==> config.mk <==
export PLATFORM = sky130hd
export DESIGN_NAME = adc_conv_reader
export DESIGN_NICKNAME = d
export VERILOG_FILES = /design/src/rtl/adc_rd_pkg.sv /design/src/rtl/adc_rd_datapath.sv /design/src/rtl/adc_rd_control.sv /design/src/rtl/adc_conv_reader.sv
export SDC_FILE = /design/constraint.sdc
export NUM_CORES = 1
export LEC_CHECK = 0
export ABC_AREA = 1
export BUFFER_PORTS_ARGS = -buffer_cell sky130_fd_sc_hd__clkbuf_2
export CAP_MARGIN = 30
export CORE_ASPECT_RATIO = 1.75
export CORE_UTILIZATION = 50
export CTS_CLUSTER_SIZE = 8
export DETAILED_ROUTE_END_ITERATION = 7
export MAX_ROUTING_LAYER = met4
export PLACE_DENSITY = 0.69
export SLEW_MARGIN = 10
export SYNTH_ARGS = -nofsm -noshare
export SYNTH_HDL_FRONTEND = slang
export SYNTH_SLANG_ARGS = --single-unit
==> constraint.sdc <==
create_clock -name clk -period 1.8 [get_ports clk]
set_input_delay 0.18 -clock clk [delete_from_list [all_inputs] [get_ports clk]]
set_output_delay 0.18 -clock clk [all_outputs]
set_load 0.05 [all_outputs]
==> src/rtl/adc_rd_pkg.sv <==
package adc_rd_pkg;

  // Protocol constants fixed by the converter's byte-oriented port
  localparam int CODE_W  = 8;
  localparam int SETUP_W = 3;

  typedef enum logic [2:0] {
    ST_IDLE,
    ST_CMD,
    ST_WAIT_RDY,
    ST_READ,
    ST_WAIT_REL
  } rdState_e;

  // Strobes from control to datapath
  typedef struct packed {
    logic              startCmd;
    logic              startRead;
    logic              exitCode;
    logic              latchResult;
    logic [CODE_W-1:0] cmdByte;
  } dpCtrl_t;

endpackage

==> src/rtl/adc_rd_datapath.sv <==
module adc_rd_datapath
  import adc_rd_pkg::*;
#(
  parameter int HALF_PERIOD = 4,
  parameter int DATA_W      = 32
) (
  input  logic              clk,
  input  logic              rstN,
  input  dpCtrl_t           ctrl,
  input  logic              sdo,
  output logic              sclk,
  output logic              sdi,
  output logic              frameDone,
  output logic [DATA_W-1:0] resultData
);

  localparam int FRAME_W = CODE_W + DATA_W;
  localparam int BIT_CW  = $clog2(FRAME_W + 1);
  localparam int HALF_CW = (HALF_PERIOD > 1) ? $clog2(HALF_PERIOD) : 1;

  logic              active;
  logic              sclkR;
  logic              sdiR;
  logic              doneR;
  logic [HALF_CW-1:0] halfCnt;
  logic [BIT_CW-1:0]  bitCnt;
  logic [BIT_CW-1:0]  bitLast;
  logic [CODE_W-1:0]  txReg;
  logic [DATA_W-1:0]  rxReg;
  logic [DATA_W-1:0]  resultR;
  logic               halfEnd;

  assign halfEnd = (halfCnt == HALF_CW'(HALF_PERIOD - 1));

  always_ff @(posedge clk) begin
    if (!rstN) begin
      active  <= 1'b0;
      sclkR   <= 1'b1;
      sdiR    <= 1'b0;
      doneR   <= 1'b0;
      halfCnt <= '0;
      bitCnt  <= '0;
      bitLast <= '0;
      txReg   <= '0;
      rxReg   <= '0;
      resultR <= '0;
    end else begin
      doneR <= 1'b0;
      if (ctrl.latchResult) resultR <= rxReg;
      if (!active) begin
        sclkR <= 1'b1;
        sdiR  <= 1'b0;
        if (ctrl.startCmd || ctrl.startRead) begin
          active  <= 1'b1;
          halfCnt <= '0;
          bitCnt  <= '0;
          if (ctrl.startCmd) begin
            txReg   <= ctrl.cmdByte;
            bitLast <= BIT_CW'(CODE_W - 1);
          end else begin
            txReg   <= ctrl.exitCode ? {CODE_W{1'b1}} : '0;
            bitLast <= BIT_CW'(FRAME_W - 1);
          end
        end
      end else if (halfEnd) begin
        halfCnt <= '0;
        if (sclkR) begin
          // falling edge: present next outgoing bit
          sclkR <= 1'b0;
          sdiR  <= txReg[CODE_W-1];
          txReg <= {txReg[CODE_W-2:0], 1'b0};
        end else begin
          // rising edge: take incoming bit
          sclkR  <= 1'b1;
          rxReg  <= {rxReg[DATA_W-2:0], sdo};
          bitCnt <= bitCnt + 1'b1;
          if (bitCnt == bitLast) begin
            active <= 1'b0;
            doneR  <= 1'b1;
            sdiR   <= 1'b0;
          end
        end
      end else begin
        halfCnt <= halfCnt + 1'b1;
      end
    end
  end

  assign sclk       = sclkR;
  assign sdi        = sdiR;
  assign frameDone  = doneR;
  assign resultData = resultR;

endmodule

==> src/rtl/adc_rd_control.sv <==
module adc_rd_control
  import adc_rd_pkg::*;
#(
  parameter int CHAN_W         = 2,
  parameter int TIMEOUT_CYCLES = 1000000,
  parameter int SLOW_DISCARD   = 3,
  parameter int FAST_DISCARD   = 5
) (
  input  logic               clk,
  input  logic               rstN,
  input  logic               reqStart,
  input  logic               reqContinuous,
  input  logic [SETUP_W-1:0] reqSetup,
  input  logic [CHAN_W-1:0]  reqChannel,
  input  logic               rateHigh,
  input  logic               reqStop,
  input  logic               sdo,
  input  logic               frameDone,
  output dpCtrl_t            ctrl,
  output logic               busy,
  output logic               resultValid,
  output logic               timeoutErr
);

  localparam int TIMER_W  = $clog2(TIMEOUT_CYCLES + 1);
  localparam int DISC_MAX = (FAST_DISCARD > SLOW_DISCARD) ? FAST_DISCARD : SLOW_DISCARD;
  localparam int DISC_W   = $clog2(DISC_MAX + 1);
  localparam logic [TIMER_W-1:0] TIMER_LAST = TIMER_W'(TIMEOUT_CYCLES - 1);

  rdState_e           state;
  logic               sdoMeta;
  logic               sdoSync;
  logic               contR;
  logic               exitR;
  logic               stopPending;
  logic               histValid;
  logic [CHAN_W-1:0]  lastChan;
  logic [DISC_W-1:0]  discardCnt;
  logic [TIMER_W-1:0] timer;
  logic               needFlush;
  logic               timerEnd;

  assign needFlush = !histValid || (reqChannel != lastChan);
  assign timerEnd  = (timer == TIMER_LAST);

  // Strobes to datapath
  always_comb begin
    ctrl = '0;
    ctrl.cmdByte = {1'b1, reqContinuous, reqSetup, 3'b000};
    case (state)
      ST_IDLE:     ctrl.startCmd = reqStart;
      ST_WAIT_RDY: begin
        ctrl.startRead = !sdoSync;
        ctrl.exitCode  = contR && stopPending;
      end
      ST_READ:     ctrl.latchResult = frameDone && (discardCnt == '0);
      default:     ;
    endcase
  end

  always_ff @(posedge clk) begin
    if (!rstN) begin
      state       <= ST_IDLE;
      sdoMeta     <= 1'b1;
      sdoSync     <= 1'b1;
      contR       <= 1'b0;
      exitR       <= 1'b0;
      stopPending <= 1'b0;
      histValid   <= 1'b0;
      lastChan    <= '0;
      discardCnt  <= '0;
      timer       <= '0;
      resultValid <= 1'b0;
      timeoutErr  <= 1'b0;
    end else begin
      sdoMeta     <= sdo;
      sdoSync     <= sdoMeta;
      resultValid <= 1'b0;
      if (reqStop && contR && (state != ST_IDLE)) stopPending <= 1'b1;

      case (state)
        ST_IDLE: begin
          if (reqStart) begin
            state       <= ST_CMD;
            contR       <= reqContinuous;
            timeoutErr  <= 1'b0;
            stopPending <= 1'b0;
            if (reqContinuous) begin
              discardCnt <= needFlush ? (rateHigh ? DISC_W'(FAST_DISCARD) : DISC_W'(SLOW_DISCARD)) : '0;
              histValid  <= 1'b1;
              lastChan   <= reqChannel;
            end else begin
              discardCnt <= '0;
              histValid  <= 1'b0;
            end
          end
        end
        ST_CMD: begin
          if (frameDone) begin
            state <= ST_WAIT_RDY;
            timer <= '0;
          end
        end
        ST_WAIT_RDY: begin
          if (!sdoSync) begin
            state <= ST_READ;
            exitR <= contR && stopPending;
            if (contR && stopPending) stopPending <= 1'b0;
          end else if (timerEnd) begin
            state      <= ST_IDLE;
            timeoutErr <= 1'b1;
            histValid  <= 1'b0;
          end else begin
            timer <= timer + 1'b1;
          end
        end
        ST_READ: begin
          if (frameDone) begin
            if (discardCnt == '0) resultValid <= 1'b1;
            else                  discardCnt  <= discardCnt - 1'b1;
            if (!contR || exitR) begin
              state <= ST_IDLE;
            end else begin
              state <= ST_WAIT_REL;
              timer <= '0;
            end
          end
        end
        ST_WAIT_REL: begin
          if (sdoSync) begin
            state <= ST_WAIT_RDY;
            timer <= '0;
          end else if (timerEnd) begin
            state      <= ST_IDLE;
            timeoutErr <= 1'b1;
            histValid  <= 1'b0;
          end else begin
            timer <= timer + 1'b1;
          end
        end
        default: state <= ST_IDLE;
      endcase
    end
  end

  assign busy = (state != ST_IDLE);

endmodule

==> src/rtl/adc_conv_reader.sv <==
module adc_conv_reader
  import adc_rd_pkg::*;
#(
  parameter int HALF_PERIOD    = 4,
  parameter int DATA_W         = 32,
  parameter int CHAN_W         = 2,
  parameter int TIMEOUT_CYCLES = 1000000,
  parameter int SLOW_DISCARD   = 3,
  parameter int FAST_DISCARD   = 5
) (
  input  logic               clk,
  input  logic               rstN,
  input  logic               reqStart,
  input  logic               reqContinuous,
  input  logic [SETUP_W-1:0] reqSetup,
  input  logic [CHAN_W-1:0]  reqChannel,
  input  logic               rateHigh,
  input  logic               reqStop,
  input  logic               sdo,
  output logic               sclk,
  output logic               sdi,
  output logic               busy,
  output logic [DATA_W-1:0]  resultData,
  output logic               resultValid,
  output logic               timeoutErr
);

  dpCtrl_t dpCtrl;
  logic    frameDone;

  adc_rd_control #(
    .CHAN_W        (CHAN_W),
    .TIMEOUT_CYCLES(TIMEOUT_CYCLES),
    .SLOW_DISCARD  (SLOW_DISCARD),
    .FAST_DISCARD  (FAST_DISCARD)
  ) u_control (
    .clk          (clk),
    .rstN         (rstN),
    .reqStart     (reqStart),
    .reqContinuous(reqContinuous),
    .reqSetup     (reqSetup),
    .reqChannel   (reqChannel),
    .rateHigh     (rateHigh),
    .reqStop      (reqStop),
    .sdo          (sdo),
    .frameDone    (frameDone),
    .ctrl         (dpCtrl),
    .busy         (busy),
    .resultValid  (resultValid),
    .timeoutErr   (timeoutErr)
  );

  adc_rd_datapath #(
    .HALF_PERIOD(HALF_PERIOD),
    .DATA_W     (DATA_W)
  ) u_datapath (
    .clk       (clk),
    .rstN      (rstN),
    .ctrl      (dpCtrl),
    .sdo       (sdo),
    .sclk      (sclk),
    .sdi       (sdi),
    .frameDone (frameDone),
    .resultData(resultData)
  );

endmodule

==> results by group <==
Finish
  – Fin nets: 823
  – Proportion of layout cells with a drive suffix above 1: 15.1%
  – Final Core Density: 61.6%
  – Inserted Diodes: 0
  – Area Overhead vs Synth: 20.2%

Place
  – Pre-CTS worst setup slack: 0.119 ns
  – Final GP Congestion: 0.928
  – Port Buf Inserts: 48
  – HPWL after detailed placement: 8.53 mm

Synthesis
  – Post-synth design cell area: 5280 µm²
  – Seq/Total Area, Yosys: 46.3%
  – Ys async rst share: 0%
  – Share of the synthesized area in the top cell type: 46.3%
  – Number of register bits inferred by synthesis: 122
  – Post-synth net total: 763
  – Predominant post-synthesis flop cell: dfxtp_1
  – Post-synthesis cell count: 746
  – Number of enable-type register cells in the synthesized netlist: 0
  – Number of warning messages in the yosys log: 0
  – Mapped Avg Cell Area: 7.08 µm²
  – Area leader, netlist: dfxtp_1
  – Synth unique cells: 31
  – Area contributors post-synth: dfxtp_1 (46%), nand2_1 (9.5%), a21oi_1 (8.7%)

Setup path
  – Max Fanout on Critical Path: 8
  – Timing endpoint of the critical path: u_control.histValid
  – Reg2reg start: u_control.timer[0]
  – Largest stage delay on the critical path: 0.37 ns
  – Timing startpoint of the critical path: u_control.timer[0]
  – Worst reg-to-reg setup slack: 0.13 ns
  – Slowest cell on crit path: dfxtp_1
  – Most frequent CP cell: nand2_1
  – Endpoint of the lowest-slack register-to-register path: u_control.histValid
  – Critical path capture point type: flop
  – Critical path data required time: 2.08 ns
  – Classification of the worst setup path: flop to flop
  – Startpoint kind of the worst setup timing path: flop
  – CP Cell Sequence: ha_1, nand2_1, nor3_1, nand3_1, buf_4, inv_1, nand2_1, nand2_1, a21oi_1
  – R2R depth: 9
  – Arrival time at the worst endpoint: 1.95 ns

Detailed routing
  – Metal1 wirelength: 5.18 mm
  – Detailed route wirelength on metal3: 403 µm
  – First-pass DRT Iterations: 5
  – Average via count per standard cell: 5.18
  – Remaining design rule violation count: 0
  – Count of vias placed by the detailed router: 4902
  – Detail-routed net length per standard cell: 12.8 µm
  – Total detailed-routing wirelength: 12.1 mm
  – DRC marker count from the first detailed-route iteration: 175
  – Antenna Nets Post-Route: 0
  – Highest metal layer used by the detailed router: met4
  – Met2 Wirelength: 6.26 mm

Clock tree
  – Max Buffers Root-to-Sink: 2
  – Total clock buffers created by CTS: 17
  – Root buffer cell: clkbuf_16
  – Sinks on the clock net: 122
  – Worst-Skew Late Latency: 0.41 ns
  – Post-CTS repair timing setup buffer count: 0
  – TritonCTS clock tree: built
  – Clk pin slew, worst setup/hold paths: 0.05 ns
  – H-Tree Depth: 4

Floorplanning
  – IO Count: 49
  – Die boundary width: 79.7 µm
  – Area enclosed by the die boundary: 11000 µm²
  – Die extent in y: 138 µm
  – Std-Cell Rows: 49
  – Core Area: 10300 µm²
  – Initial core utilization: 51.3%

Global route
  – Largest net degree at the start of global routing: 63
  – Antenna violations before repair: 0
  – Via count of the first global-routing pass: 4587
  – Global-route wire length before repair: 20.3 mm
  – Combined global-route utilization of all metal layers: 24.4%
  – Aggregate global routing overflow: 0

STA
  – Worst Tran Pin Value: 0.491 ns
  – Count of final setup violators: 0
  – Setup repair after global routing missed its margin: yes
  – Worst setup margin: 0.131 ns
  – Fmax: 599 MHz
  – Minimum period implied by the final worst setup slack: 1.67 ns
  – Worst slew margin relative to its limit: 67.1%
  – Max-slew violation count: 0
  – Share of the clock period used by the worst path: 92.7%
  – Number of hold-slack violations in the final timing report: 0
  – Clk_skew: 0.00691 ns
  – Total negative slack: 0 ns

Power and ir drop
  – Overall power after layout: 6.67 mW
  – IR Drop Worst-Case VDD: 0.000851 V
  – Pwr per Cell Area: 1050 nW/µm²
  – Leakage component of the power: 2.75 nW

Job
  – Number of maximum-capacitance constraint violations: 0

Min path
  – Type of the most critical hold path: primary input to flop

Outcome
  – Outcome: completed
## layout make-up
cell class	count	area (µm²)
Multi-Input combinational cell	492	2350
Sequential cell	122	2440
Fill cell	954	3950
Tap cell	127	159
Clock inverter	14	149
Inverter	103	387
Timing Repair Buffer	70	433
Clock buffer	18	429
## cells in the final DEF (no fill, tap or decap), types with 3 or more instances in the layout
cell type  instances
nor2_4             4
clkbuf_2          48
or2_2              3
dfxtp_1          120
clkinv_2           4
nand2_1          134
nor2_1            86
nor3_1             3
inv_1             98
o21ai_0           80
a21oi_1           92
inv_2              4
nand4_1           15
nand3_1           43
nor2_2             5
xor2_1             5
ha_1               5
clkinv_4           5
buf_4             19
clkbuf_16         17
## per-stage QoR
| step | std cells | cell area [µm²] | hold slack [ns] |
|---|---|---|---|
| 2_1_floorplan | 746 | 5280 | 0.287 |
| 3_3_place_gp | 913 | 5740 | 0.410 |
| 3_5_place_dp | 913 | 5740 | 0.415 |
| 4_1_cts | 946 | 6330 | 0.0492 |
| 5_1_grt | 946 | 6350 | 0.0742 |
| 6_report | 946 | 6350 | 0.0597 |
## synthesized netlist by cell type, types with 4 or more instances
library cell,n
nand2_1,134
dfxtp_1,122
inv_1,98
a21oi_1,92
nor2_1,89
o21ai_0,80
nand3_1,43
clkbuf_1,19
nand4_1,15
buf_2,8
ha_1,5
xor2_1,5
inv_2,4
nor2_2,4
## where the power goes
part / internal (mW) / switching [mW]
clock: 2.04 / 1.26
sequential: 2.77 / 0.0426
combinational: 0.182 / 0.377
## kinds of logic (layout without fill, tap and decap cells)
group                      count (synthesis)  after routing  share of synthesized area (%)
AOI/OAI and AO/OA                        182            182                           17.7
DFF                                      122            122                           46.3
adders and majority gates                  5              5                           1.19
and+or+nand+nor                          298            298                           24.0
buffers and inverters                    132            205                           9.72
xor gates and xnor gates                   7              7                           1.16
## worst min path at each step
stage / end / cells past startpoint / slack (ns) / from
floorplan: u_control.sdoMeta / 1 / 0.29 / sdo
global placement: u_control.sdoMeta / 2 / 0.41 / sdo
detailed placement: u_control.sdoMeta / 2 / 0.42 / sdo
CTS: u_control.lastChan[0] / 3 / 0.05 / reqChannel[0]
global route: u_control.lastChan[0] / 3 / 0.07 / reqChannel[0]
finish: u_control.discardCnt[2] / 3 / 0.06 / rateHigh
## per-layer routing
layer  up-vias  track usage [%]
met5         -                -
met4         0             11.4
met3        23             5.46
met2        75             42.1
met1      2274             26.1
li1       2530                -
## worst max-delay path, delay by kind of cell (launching register included)
family | cells | cell delay (ns)
buffers and inverters | 2 | 0.24
DFF | 1 | 0.37
AOI/OAI and AO/OA | 1 | 0.06
adders and majority gates | 1 | 0.20
and+or+nand+nor | 5 | 0.68
## registers in the layout, indices dropped and copies added, names as in the netlist, 2 cells and up
| register | cells |
|---|---|
| u_datapath.txReg | 8 |
| u_datapath.halfCnt | 2 |
| u_control.discardCnt | 3 |
| u_datapath.rxReg | 32 |
| u_datapath.bitCnt | 6 |
| u_datapath.resultData | 32 |
| u_control.timer | 20 |
| u_datapath.bitLast | 2 |
| u_control.state | 3 |
| u_control.lastChan | 2 |
## what timing repair did
item                                    4_1_cts  5_1_grt
endpoints found under the setup margin        0       17
hold buffers                                  1        0
endpoints found under the hold margin         1        0
resized for setup                             0        7
Note: power is estimated with default switching activity, not from simulation.
